**config.mk**
```make
export PLATFORM = sky130hd
export DESIGN_NAME = bitslip_deser
export DESIGN_NICKNAME = d
export VERILOG_FILES = /design/src/rtl/bsd_pkg.sv /design/src/rtl/bsd_rst_sync.sv /design/src/rtl/bsd_slip_detect.sv /design/src/rtl/bsd_divider.sv /design/src/rtl/bsd_shifter.sv /design/src/rtl/bitslip_deser.sv
export SDC_FILE = /design/constraint.sdc
export NUM_CORES = 1
export LEC_CHECK = 0
export ABC_CLOCK_PERIOD_IN_PS = 1300
export BUFFER_PORTS_ARGS = -buffer_cell sky130_fd_sc_hd__buf_2
export CAP_MARGIN = 5
export CORE_AREA = 4 4 41 43
export DETAILED_ROUTE_END_ITERATION = 6
export DIE_AREA = 0 0 45 47
export PLACE_DENSITY = 0.67
export SYNTH_ARGS = -nofsm -noshare
export SYNTH_HDL_FRONTEND = slang
export SYNTH_SLANG_ARGS = --single-unit
export TNS_END_PERCENT = 5
```
**constraint.sdc**
```tcl
create_clock -name clk -period 1.3 [get_ports clk]
set_clock_uncertainty 0.15 [all_clocks]
set_input_delay 0.195 -clock clk [delete_from_list [all_inputs] [get_ports clk]]
set_output_delay 0.195 -clock clk [all_outputs]
set_load 0.01 [all_outputs]
```
**src/rtl/bsd_pkg.sv**
```systemverilog
package bsd_pkg;
  typedef enum logic {
    SRC_PRIMARY  = 1'b0,
    SRC_LOOPBACK = 1'b1
  } src_sel_e;

  localparam int unsigned MIN_SYNC_STAGES = 2;
endpackage

```
**src/rtl/bsd_rst_sync.sv**
```systemverilog
module bsd_rst_sync (
  input  logic clk,
  input  logic arst_n,
  output logic rst_n_o
);
  logic [1:0] stage_q;

  always_ff @(posedge clk or negedge arst_n) begin
    if (!arst_n) stage_q <= 2'b00;
    else         stage_q <= {stage_q[0], 1'b1};
  end

  assign rst_n_o = stage_q[1];
endmodule

```
**src/rtl/bsd_slip_detect.sv**
```systemverilog
module bsd_slip_detect #(
  parameter int unsigned SYNC_STAGES = 2
) (
  input  logic clk,
  input  logic rst_n,
  input  logic async_req,
  output logic slip_o
);
  logic [SYNC_STAGES-1:0] meta_q, meta_d;
  logic                   synced;
  logic                   prev_q, prev_d;
  logic                   held_q, held_d;

  assign synced = meta_q[SYNC_STAGES-1];

  always_comb begin
    meta_d = {meta_q[SYNC_STAGES-2:0], async_req};
    prev_d = synced;
    held_d = prev_q;
  end

  always_ff @(posedge clk or negedge rst_n) begin
    if (!rst_n) begin
      meta_q <= '0;
      prev_q <= 1'b0;
      held_q <= 1'b0;
    end else begin
      meta_q <= meta_d;
      prev_q <= prev_d;
      held_q <= held_d;
    end
  end

  // two consecutive high samples, first time only
  assign slip_o = synced & prev_q & ~held_q;

  // a held level cannot produce back-to-back slips
  a_r8_single_slip: assert property (@(posedge clk) disable iff (!rst_n)
    slip_o |=> !slip_o);
endmodule

```
**src/rtl/bsd_divider.sv**
```systemverilog
module bsd_divider #(
  parameter int unsigned WORD_W = 4
) (
  input  logic clk,
  input  logic rst_n,
  input  logic slip,
  input  logic wide_mode,
  output logic wrap_narrow,
  output logic wrap_wide,
  output logic load_o
);
  localparam int unsigned LO_W  = $clog2(WORD_W);
  localparam int unsigned CNT_W = LO_W + 1;

  logic [CNT_W-1:0] cnt_q, cnt_d;
  logic             advance;

  assign advance = ~slip;

  always_comb begin
    cnt_d = cnt_q;
    if (advance) cnt_d = cnt_q + 1'b1;
  end

  always_ff @(posedge clk or negedge rst_n) begin
    if (!rst_n) cnt_q <= '0;
    else        cnt_q <= cnt_d;
  end

  assign wrap_narrow = (&cnt_q[LO_W-1:0]) & advance;
  assign wrap_wide   = (&cnt_q) & advance;
  assign load_o      = wide_mode ? wrap_wide : wrap_narrow;

  // narrow strobes never come on adjacent cycles
  a_r2_narrow_gap: assert property (@(posedge clk) disable iff (!rst_n)
    wrap_narrow |=> !wrap_narrow);
  // a slip swallows exactly this edge
  a_r6_swallow_hold: assert property (@(posedge clk) disable iff (!rst_n)
    slip |=> (cnt_q == $past(cnt_q)));
  // wide strobes never come on adjacent cycles
  a_r3_wide_gap: assert property (@(posedge clk) disable iff (!rst_n)
    wrap_wide |=> !wrap_wide);
endmodule

```
**src/rtl/bsd_shifter.sv**
```systemverilog
module bsd_shifter #(
  parameter int unsigned WORD_W = 4
) (
  input  logic              clk,
  input  logic              rst_n,
  input  logic              ser_in,
  input  logic              load,
  output logic [WORD_W-1:0] word_o
);
  logic [WORD_W-1:0] sr_q, sr_d;
  logic [WORD_W-1:0] par_q, par_d;

  always_comb begin
    sr_d  = {ser_in, sr_q[WORD_W-1:1]};
    par_d = par_q;
    if (load) par_d = sr_d;
  end

  always_ff @(posedge clk or negedge rst_n) begin
    if (!rst_n) begin
      sr_q  <= '0;
      par_q <= '0;
    end else begin
      sr_q  <= sr_d;
      par_q <= par_d;
    end
  end

  assign word_o = par_q;

  // the word holds between loads
  a_r4_hold_between: assert property (@(posedge clk) disable iff (!rst_n)
    !load |=> $stable(word_o));
endmodule

```
**src/rtl/bitslip_deser.sv**
```systemverilog
module bitslip_deser #(
  parameter int unsigned WORD_W      = 4,
  parameter int unsigned SYNC_STAGES = 2
) (
  input  logic              clk,
  input  logic              rst_n,
  input  logic              sin_a,
  input  logic              sin_b,
  input  logic              src_sel,
  input  logic              realign,
  input  logic              wide_mode,
  output logic [WORD_W-1:0] word_q,
  output logic              tick4,
  output logic              tick8,
  output logic              sout
);
  import bsd_pkg::*;

  logic     rst_int_n;
  logic     slip;
  logic     load;
  logic     sel_bit;
  logic     sout_q;
  src_sel_e src;

  bsd_rst_sync u_rst (
    .clk     (clk),
    .arst_n  (rst_n),
    .rst_n_o (rst_int_n)
  );

  bsd_slip_detect #(.SYNC_STAGES(SYNC_STAGES)) u_slip (
    .clk       (clk),
    .rst_n     (rst_int_n),
    .async_req (realign),
    .slip_o    (slip)
  );

  bsd_divider #(.WORD_W(WORD_W)) u_div (
    .clk         (clk),
    .rst_n       (rst_int_n),
    .slip        (slip),
    .wide_mode   (wide_mode),
    .wrap_narrow (tick4),
    .wrap_wide   (tick8),
    .load_o      (load)
  );

  assign src     = src_sel_e'(src_sel);
  assign sel_bit = (src == SRC_LOOPBACK) ? sin_b : sin_a;

  bsd_shifter #(.WORD_W(WORD_W)) u_shift (
    .clk    (clk),
    .rst_n  (rst_int_n),
    .ser_in (sel_bit),
    .load   (load),
    .word_o (word_q)
  );

  always_ff @(posedge clk or negedge rst_int_n) begin
    if (!rst_int_n) sout_q <= 1'b0;
    else            sout_q <= sel_bit;
  end

  assign sout = sout_q;

  // the eight-bit strobe coincides with a four-bit strobe
  a_r3_wide_in_narrow: assert property (@(posedge clk) disable iff (!rst_int_n)
    tick8 |-> tick4);
  // nothing strobes while reset is held
  a_r11_quiet_reset: assert property (@(posedge clk)
    !rst_n |-> (!tick4 && !tick8));
endmodule

```
# After elaboration in Yosys (flattened, before gate mapping)
# Index checks and enable logic that the tools add are counted.
totals:
  register_bits: 18
  input_bits: 7
  output_inout_bits: 7
classes:
  add_sub_neg: 1
  n_mux: 2
  bitwise_logic: 6
  reduce_logical: 2
ops:
  columns: ["operator", "count"]
  rows:
  - ["AND 1 bit", 4]
  - ["adder 3 x 1 -> 3 bit, second input constant", 1]
  - ["AND reduction 3 bit", 1]
  - ["two-way mux 1 bit", 2]
  - ["NOT 1 bit", 2]
  - ["AND reduction 2 bit", 1]

# Logic depth before layout (Yosys ltp)
# Gate-level depths: netlist of the first run.
depth:
  word_depth: 5
  mapped_depth: 5

# Modules after synthesis
# A second synthesis of the first run with hierarchy kept.
hier_totals:
  cells_unflattened: 33
  area_unflattened_um2: 585.6
by_module_without_submodules:
  columns: ["mod", "instances", "cells_each", "area_per_inst_um2", "seq_area_each_um2"]
  rows:
  - ["bsd_shifter", 1, 11, 220.2, 175.2]
  - ["bsd_divider", 1, 12, 162.7, 75.1]
  - ["bsd_slip_detect", 1, 5, 108.9, 100.1]
  - ["bsd_rst_sync", 1, 3, 53.8, 50.0]
  - ["bitslip_deser", 1, 2, 40.0, 25.0]

# Least setup slack after synthesis of the first run
# No wires, ideal clock.
synth_path:
  kind: "register to register"
  from: "register u_div.cnt_q[0]"
  to: "register u_shift.par_q[0] (netlist: u_shift.word_o[0])"
  setup_ns: 0.125
  t_arrival_ns: 1.474
  t_required_ns: 1.025
  slack_ns: -0.449
  stages_incl_launch_ff: 6
  path_buffers: 0
  cell_sequence: "dfrtp_1 -> ha_1 -> ha_1 -> mux2_4 -> and2_4 -> mux2_4"
synth_via:
  elab_chain_cells: 3
synth_rtl:
  columns: ["element", "line", "rtl"]
  rows:
  - ["start: declaration", "bsd_divider.sv:15", "logic [CNT_W-1:0] cnt_q, cnt_d;"]
  - ["start signal: assignment", "bsd_divider.sv:27", "else cnt_q <= cnt_d;"]
  - ["AND reduction 3 bit or AND reduction 2 bit (tied branches)", "bsd_divider.sv:31, bsd_divider.sv:30", null]
  - ["AND 1 bit (on tied branches)", "bsd_divider.sv:31, bsd_divider.sv:30", null]
  - ["two-way mux 1 bit (*)", "bsd_divider.sv:32", "assign load_o = wide_mode ? wrap_wide : wrap_narrow;"]
  - ["end signal: assignment", "bsd_shifter.sv:25", "par_q <= par_d;"]
  - ["end: declaration", "bsd_shifter.sv:11", "logic [WORD_W-1:0] par_q, par_d;"]
# Every way passes the cells marked *; elsewhere a longest branch is shown, timed or not.
# A chain may end at the register's enable or synchronous reset.

# Final worst setup path of the first run
layout_path:
  from: "register u_div.cnt_q[1]"
  to: "register u_shift.par_q[3] (netlist: u_shift.word_o[3])"
# The elaborated chain is that of the path after synthesis.

==> run_summary.xml, run 1 <==
<?xml version="1.0" encoding="UTF-8"?>
<metrics>
  <group name="status">
    <metric name="status" unit="">finished, violations left</metric>
    <metric name="violations" unit="">negative setup slack</metric>
  </group>
  <group name="synth">
    <metric name="synth_largest_area_cell" unit="">sky130_fd_sc_hd__dfrtp_1</metric>
    <metric name="number_of_enable_type_register_cells_in_the_synthesized_netlist" unit="">0</metric>
    <metric name="post_synth_instance_area" unit="um^2">576</metric>
    <metric name="async_flop_share" unit="">1.00</metric>
    <metric name="post_synth_top_flop" unit="">sky130_fd_sc_hd__dfrtp_1</metric>
    <metric name="yosys_warnings" unit="">0</metric>
    <metric name="yosysTopAreaCellShare" unit="">0.696</metric>
    <metric name="synth_top_cells_by_area" unit="">sky130_fd_sc_hd__dfrtp_1 70%, sky130_fd_sc_hd__mux2_4 13%, sky130_fd_sc_hd__mux2_2 5.9%, sky130_fd_sc_hd__ha_1 4.3%, sky130_fd_sc_hd__and2_1 2.2%</metric>
    <metric name="syn-mean-instance-area" unit="um^2">18.0</metric>
    <metric name="synth_register_bits" unit="">16</metric>
    <metric name="synth_nets" unit="">41</metric>
    <metric name="ys_top_cells_by_count" unit="">16 x sky130_fd_sc_hd__dfrtp_1, 5 x sky130_fd_sc_hd__mux2_4, 3 x sky130_fd_sc_hd__mux2_2, 2 x sky130_fd_sc_hd__and2_1, 2 x sky130_fd_sc_hd__ha_1</metric>
    <metric name="gate_count_after_technology_mapping" unit="">32</metric>
    <metric name="synth.lib_cells_used.distinct" unit="">9</metric>
    <metric name="synth.yosys.seq_area_share" unit="">0.696</metric>
    <metric name="post-synth-top-count-cell" unit="">sky130_fd_sc_hd__dfrtp_1</metric>
  </group>
  <group name="floorplanning">
    <metric name="die_area" unit="um^2">2120</metric>
    <metric name="dieWidth" unit="um">45</metric>
    <metric name="row_count" unit="">13</metric>
    <metric name="placeableCoreArea" unit="um^2">1300</metric>
    <metric name="design.portCount" unit="">14</metric>
    <metric name="initial_core_util" unit="">0.442</metric>
    <metric name="die_h" unit="um">47</metric>
  </group>
  <group name="drt">
    <metric name="wl_per_cell" unit="um">13.3</metric>
    <metric name="dr_total_vias" unit="">307</metric>
    <metric name="drt_wl_total" unit="um">903</metric>
    <metric name="drt_pre_antenna_iters" unit="">1</metric>
    <metric name="drt_first_iter_violations" unit="">0</metric>
    <metric name="via_to_cell_ratio" unit="">4.51</metric>
    <metric name="detail-route-antenna-nets" unit="">0</metric>
    <metric name="post-route-drc-count" unit="">0</metric>
  </group>
  <group name="power_and_ir_drop">
    <metric name="power.leakage" unit="nW">0.364</metric>
    <metric name="power.density_cell_area" unit="nW/um^2">2130</metric>
    <metric name="irDropWorstVdd" unit="mV">0.878</metric>
  </group>
  <group name="final_layout">
    <metric name="fillCellCount" unit="">111</metric>
    <metric name="final_area" unit="um^2">743</metric>
    <metric name="post_route_cells_drive_above_1_share" unit="">0.566</metric>
    <metric name="total_area_of_sequential_cells" unit="um^2">400</metric>
    <metric name="layout.cells.non_filler" unit="">68</metric>
    <metric name="flow.area_growth_from_synthesis" unit="%">29.1</metric>
    <metric name="design.final.nets" unit="">64</metric>
    <metric name="antenna-diode-count" unit="">0</metric>
    <metric name="multi_input_area" unit="um^2">194</metric>
  </group>
  <group name="timing">
    <metric name="timing_hold_violations_final" unit="">0</metric>
    <metric name="maxClockFrequency" unit="MHz">568</metric>
    <metric name="final_critical_path_setup_slack" unit="ns">-0.461</metric>
    <metric name="maxSlewViolCount" unit="">0</metric>
    <metric name="slew-limit-headroom" unit="">0.641</metric>
    <metric name="tightest_slew" unit="ns">0.538</metric>
    <metric name="setup_viol" unit="">7</metric>
    <metric name="grt_setup_unrepaired" unit="">true</metric>
    <metric name="final.min_clock_period" unit="ns">1.76</metric>
    <metric name="fin_crit_sh" unit="">1.35</metric>
  </group>
  <group name="placed_design">
    <metric name="dp.final_hpwl" unit="um">683</metric>
    <metric name="place.port_buffers" unit="">13</metric>
    <metric name="placedInstanceArea" unit="um^2">679</metric>
    <metric name="globalplace.congestion" unit="">0.654</metric>
    <metric name="placedCellCount" unit="">62</metric>
  </group>
  <group name="global_routing">
    <metric name="first_global_vias" unit="">341</metric>
    <metric name="largest_net_degree_at_the_start_of_global_routing" unit="">15</metric>
    <metric name="globalRoute.totalOverflow" unit="">0</metric>
    <metric name="antenna_found_initial" unit="">0</metric>
    <metric name="grt_util_all_layers" unit="">0.104</metric>
    <metric name="first_pass_grt_wire_length" unit="um">1520</metric>
  </group>
  <group name="worst_setup_path">
    <metric name="worst-setup-path-type" unit="">reg -&gt; reg</metric>
    <metric name="worstPathBufferInverterCount" unit="">0</metric>
    <metric name="critical_path_peak_fanout" unit="">4</metric>
    <metric name="cp-end-kind" unit="">flop</metric>
    <metric name="worstSetupStartpointType" unit="">flop</metric>
    <metric name="crit_path_max_incr_delay" unit="ns">0.40</metric>
    <metric name="critical_path.top_delay_family" unit="">multiplexers</metric>
    <metric name="cell_with_the_largest_stage_delay_on_the_worst_path" unit="">sky130_fd_sc_hd__dfrtp_1</metric>
    <metric name="worst-endpoint-required" unit="ns">1.31</metric>
    <metric name="worstPathCellList" unit="">ha_2, ha_4, mux2_4, and2_4, mux2_4</metric>
    <metric name="timing.critical_path.mode_cell" unit="">sky130_fd_sc_hd__mux2_4</metric>
    <metric name="critical_path_arrival" unit="ns">1.77</metric>
  </group>
  <group name="worst_hold_path">
    <metric name="min_path_type" unit="">in -&gt; reg</metric>
  </group>
  <group name="clock_tree">
    <metric name="max_root_sink_buffers" unit="">2</metric>
    <metric name="cts_tree" unit="">done</metric>
    <metric name="clock-sinks" unit="">16</metric>
    <metric name="cts.root.buffer_cell" unit="">sky130_fd_sc_hd__clkbuf_4</metric>
    <metric name="insertion_delay" unit="ns">0.27</metric>
    <metric name="path_clk_slew" unit="ns">0.08</metric>
    <metric name="cts_buffers" unit="">3</metric>
    <metric name="htree_levels" unit="">1</metric>
  </group>
  <group name="run">
    <metric name="drv_cap" unit="">0</metric>
  </group>
</metrics>
[report_power, final]
part / internal, W / switching [W]
sequential: 0.000631 / 0.0000903
combinational: 0.000401 / 0.000226
clock: 0.000107 / 0.000128
total: 0.00114 / 0.000444
[stage by stage]
stage          total power (W)  setup TNS [ns]  worst slack, ns   util  hold WS (ns)
6_report               0.00158           -2.51           -0.461  0.571        0.0241
5_1_grt                0.00170           -2.80           -0.500  0.571        0.0154
3_3_place_gp           0.00123           -1.66           -0.410  0.522        -0.170
3_5_place_dp           0.00128           -1.98           -0.469  0.522        -0.167
4_1_cts                0.00159           -2.57           -0.469  0.571        0.0113
2_1_floorplan          0.00107           -1.57           -0.391      -        -0.251
[routing by layer]
metal / track usage / routed length [um] / share of wire
met2: 0.175 / 468 / 0.52
met1: 0.125 / 383 / 0.42
met5: 0 / 0 / 0
met4: 0.0526 / 0 / 0
met3: 0.0230 / 52 / 0.058
[path summary, 6_finish.rpt]
| check | slack (ns) | cells past startpoint | from | end |
|---|---|---|---|---|
| worst max-delay path | -0.46 | 5 | u_div.cnt_q[1] | u_shift.word_o[3] |
| worst min-delay path | 0.02 | 2 | sin_a | sout |
| worst max register to register | -0.46 | 5 | u_div.cnt_q[1] | u_shift.word_o[3] |
| worst min register to register | 0.07 | 0 | u_rst.stage_q[1] | u_shift.word_o[2] |
| max in group asynchronous | 0.57 | 0 | u_rst.stage_q[1] | u_shift.word_o[0] |
| min in group asynchronous | 0.07 | 0 | u_rst.stage_q[1] | u_shift.word_o[2] |
[cell usage in the layout (no fill, tap or decap)]
master,count
sky130_fd_sc_hd__mux2_2,2
sky130_fd_sc_hd__nand3b_1,1
sky130_fd_sc_hd__buf_2,13
sky130_fd_sc_hd__dfrtp_1,16
sky130_fd_sc_hd__and2_1,2
sky130_fd_sc_hd__buf_4,3
sky130_fd_sc_hd__conb_1,1
sky130_fd_sc_hd__xor2_1,1
sky130_fd_sc_hd__and2_4,1
sky130_fd_sc_hd__ha_4,1
sky130_fd_sc_hd__dlygate4sd3_1,2
sky130_fd_sc_hd__clkbuf_4,3
sky130_fd_sc_hd__ha_2,1
sky130_fd_sc_hd__mux2_4,6
[cells by family (layout without fill, tap and decap cells)]
kind of cell	count (synthesis)	in the layout	share of synthesized area
other	1	1	0.00652
DFF	16	16	0.696
xor gates and xnor gates	1	1	0.0152
and+or+nand+nor	4	4	0.0500
muxes	8	8	0.189
buffers and inverters	0	21	0
adders and majority gates	2	2	0.0435
[registers in the layout, summed over array words and instances (netlist names)]
register / cells
u_slip.meta_q: 2
u_div.cnt_q: 3
u_shift.sr_q: 2
u_shift.word_o: 4
u_rst.stage_q: 2
u_slip.held_q: 1
sout: 1
u_slip.held_d: 1
[cell type report]
| cell class | count | area share |
|---|---|---|
| flip-flops and latches | 16 | 0.539 |
| repair buffers | 18 | 0.145 |
| clock buffers | 3 | 0.0303 |
| multi-input cells | 16 | 0.261 |
| well taps | 15 | 0.0253 |
[repair_timing]
item                                   in CTS  in global routing
pin swaps                                   1                  1
gates cloned                                0                  0
hold buffers                                2                  0
buffers inserted                            1                  0
setup endpoints to repair                   7                  8
resized for setup                           2                  0
endpoints found under the hold margin       3                  0
No activity file was read; power rests on OpenSTA's default activity.
==> run 2, diff against run 1 <==
--- a/config.mk
+++ b/config.mk
@@ -12,6 +12,7 @@
 export DETAILED_ROUTE_END_ITERATION = 6
 export DIE_AREA = 0 0 45 47
 export PLACE_DENSITY = 0.67
+export RECOVER_POWER = 100
 export SYNTH_ARGS = -nofsm -noshare
 export SYNTH_HDL_FRONTEND = slang
 export SYNTH_SLANG_ARGS = --single-unit
==> run_summary.xml, run 2 (synthesis results as in run 1) <==
<?xml version="1.0" encoding="UTF-8"?>
<metrics>
  <group name="status">
    <metric name="status" unit="">finished, violations left</metric>
    <metric name="violations" unit="">negative setup slack</metric>
  </group>
  <group name="worst_setup_path">
    <metric name="critical_path_peak_fanout" unit="">4</metric>
    <metric name="setup.reg_to_reg.worst_slack" unit="ns">-0.46</metric>
    <metric name="worst-endpoint-required" unit="ns">1.31</metric>
    <metric name="timing.critical_path.mode_cell" unit="">sky130_fd_sc_hd__mux2_4</metric>
    <metric name="worstSetupStartpointType" unit="">flop</metric>
    <metric name="crit_path_max_incr_delay" unit="ns">0.40</metric>
    <metric name="worst-setup-path-type" unit="">reg -&gt; reg</metric>
    <metric name="worstSetupStartpoint" unit="">u_div.cnt_q[1]</metric>
    <metric name="cell_with_the_largest_stage_delay_on_the_worst_path" unit="">sky130_fd_sc_hd__dfrtp_1</metric>
    <metric name="critical_path.top_delay_family" unit="">multiplexers</metric>
    <metric name="critical_path.reg2reg.startpoint" unit="">u_div.cnt_q[1]</metric>
    <metric name="cp-end-kind" unit="">flop</metric>
    <metric name="worstPathBufferInverterCount" unit="">0</metric>
    <metric name="critical_path_arrival" unit="ns">1.77</metric>
    <metric name="worstPathCellList" unit="">ha_2, ha_4, mux2_4, and2_4, mux2_4</metric>
    <metric name="worstRegToRegCells" unit="">5</metric>
    <metric name="worst_r2r_endpoint" unit="">u_shift.word_o[3]</metric>
  </group>
  <group name="timing">
    <metric name="final_critical_path_setup_slack" unit="ns">-0.460</metric>
    <metric name="final.min_clock_period" unit="ns">1.76</metric>
    <metric name="setup_viol" unit="">8</metric>
    <metric name="fin_crit_sh" unit="">1.35</metric>
    <metric name="setup_tns" unit="ns">-2.56</metric>
    <metric name="maxSlewViolCount" unit="">0</metric>
    <metric name="grt_setup_unrepaired" unit="">true</metric>
    <metric name="timing_hold_violations_final" unit="">0</metric>
    <metric name="maxClockFrequency" unit="MHz">568</metric>
    <metric name="slew-limit-headroom" unit="">0.644</metric>
    <metric name="fin_worst_hold_slack" unit="ns">0.0226</metric>
    <metric name="tightest_slew" unit="ns">0.534</metric>
  </group>
  <group name="final_layout">
    <metric name="design.final.nets" unit="">64</metric>
    <metric name="largest_register_ffs" unit="">4</metric>
    <metric name="final_area" unit="um^2">732</metric>
    <metric name="fillCellCount" unit="">116</metric>
    <metric name="final_cell_mix" unit="">16 x sky130_fd_sc_hd__dfrtp_1, 7 x sky130_fd_sc_hd__buf_2, 7 x sky130_fd_sc_hd__clkbuf_1, 6 x sky130_fd_sc_hd__mux2_4, 3 x sky130_fd_sc_hd__clkbuf_4</metric>
    <metric name="flow.area_growth_from_synthesis" unit="%">27.2</metric>
    <metric name="post_route_cells_drive_above_1_share" unit="">0.434</metric>
    <metric name="final_core_util" unit="">0.563</metric>
    <metric name="antenna-diode-count" unit="">0</metric>
    <metric name="most_common_cell_after_layout_fill_and_taps_aside" unit="">sky130_fd_sc_hd__dfrtp_1</metric>
  </group>
  <group name="power_and_ir_drop">
    <metric name="power.density_cell_area" unit="nW/um^2">2140</metric>
    <metric name="power" unit="W">0.00156</metric>
    <metric name="power.leakage" unit="nW">0.344</metric>
    <metric name="irDropWorstVdd" unit="mV">0.892</metric>
  </group>
  <group name="clock_tree">
    <metric name="max_root_sink_buffers" unit="">2</metric>
    <metric name="htree_levels" unit="">1</metric>
    <metric name="clock-sinks" unit="">16</metric>
    <metric name="insertion_delay" unit="ns">0.27</metric>
    <metric name="cts_buffers" unit="">3</metric>
    <metric name="cts.root.buffer_cell" unit="">sky130_fd_sc_hd__clkbuf_4</metric>
    <metric name="cts_tree" unit="">done</metric>
    <metric name="path_clk_slew" unit="ns">0.08</metric>
  </group>
  <group name="drt">
    <metric name="drt_first_iter_violations" unit="">1</metric>
    <metric name="via_to_cell_ratio" unit="">4.56</metric>
    <metric name="dr_total_vias" unit="">310</metric>
    <metric name="wl_per_cell" unit="um">13.3</metric>
    <metric name="drt_wl_total" unit="um">904</metric>
    <metric name="detail-route-antenna-nets" unit="">0</metric>
    <metric name="post-route-drc-count" unit="">0</metric>
    <metric name="drt_pre_antenna_iters" unit="">2</metric>
  </group>
  <group name="floorplanning">
    <metric name="design.portCount" unit="">14</metric>
    <metric name="row_count" unit="">13</metric>
    <metric name="placeableCoreArea" unit="um^2">1300</metric>
    <metric name="die_area" unit="um^2">2120</metric>
    <metric name="initial_core_util" unit="">0.442</metric>
    <metric name="dieWidth" unit="um">45</metric>
    <metric name="die_h" unit="um">47</metric>
  </group>
  <group name="placed_design">
    <metric name="place.port_buffers" unit="">13</metric>
    <metric name="dp.final_hpwl" unit="um">683</metric>
    <metric name="globalplace.congestion" unit="">0.654</metric>
    <metric name="placedInstanceArea" unit="um^2">679</metric>
  </group>
  <group name="global_routing">
    <metric name="largest_net_degree_at_the_start_of_global_routing" unit="">15</metric>
    <metric name="first_pass_grt_wire_length" unit="um">1520</metric>
    <metric name="globalRoute.totalOverflow" unit="">0</metric>
    <metric name="antenna_found_initial" unit="">0</metric>
    <metric name="grt_util_all_layers" unit="">0.104</metric>
    <metric name="first_global_vias" unit="">341</metric>
  </group>
  <group name="worst_hold_path">
    <metric name="worstHoldPathCells" unit="">2</metric>
    <metric name="min_path_type" unit="">in -&gt; reg</metric>
    <metric name="hold_path.startpoint" unit="">sin_a</metric>
    <metric name="holdPathEnd" unit="">sout</metric>
  </group>
  <group name="run">
    <metric name="drv_cap" unit="">0</metric>
  </group>
</metrics>
run 2: cell count changes in the layout (fill, tap and decap cells not counted), sizes merged:
cell    previous run  this run
clkbuf             3        10
buf               16         9
run 2: stage by stage:
step,cells,worst slack (ns)
final,68,-0.460
after CTS,68,-0.469
after global placement,62,-0.410
after detailed placement,62,-0.469
after floorplan,32,-0.391
after global routing,68,-0.500
run 2: worst max path at each step:
stage                                    to  cells after the start  slack, ns
after floorplan           u_shift.word_o[0]                      5      -0.39
after global placement    u_shift.word_o[2]                      5      -0.41
after detailed placement  u_shift.word_o[3]                      5      -0.47
after CTS                 u_shift.word_o[3]                      5      -0.47
after global routing      u_shift.word_o[2]                      5      -0.50
final                     u_shift.word_o[3]                      5      -0.46
run 2: power by group:
part           leakage (nW)  internal [W]  switching, W  total [W]
sequential            0.187      0.000631     0.0000922   0.000723
clock                0.0138      0.000107      0.000128   0.000235
combinational         0.143      0.000381      0.000226   0.000606
run 2: what timing repair did:
action | CTS | global route
resized for setup | 2 | 0
endpoints found under the hold margin | 3 | 0
setup buffers | 1 | 0
pin swaps | 1 | 1
hold buffers | 2 | 0
setup endpoints to repair | 7 | 8
run 2: layer usage:
layer / global-route usage / wire, um
met4: 0.0526 / 0
met5: 0 / 0
met2: 0.175 / 470
met3: 0.0230 / 53
met1: 0.125 / 380
run 2: cell type report:
class,count,area (um^2),area share
flip-flops and latches,16,400,0.547
multi-input cells,16,194,0.265
repair buffers,18,96.3,0.132
clock buffers,3,22.5,0.0308
well taps,15,18.8,0.0256
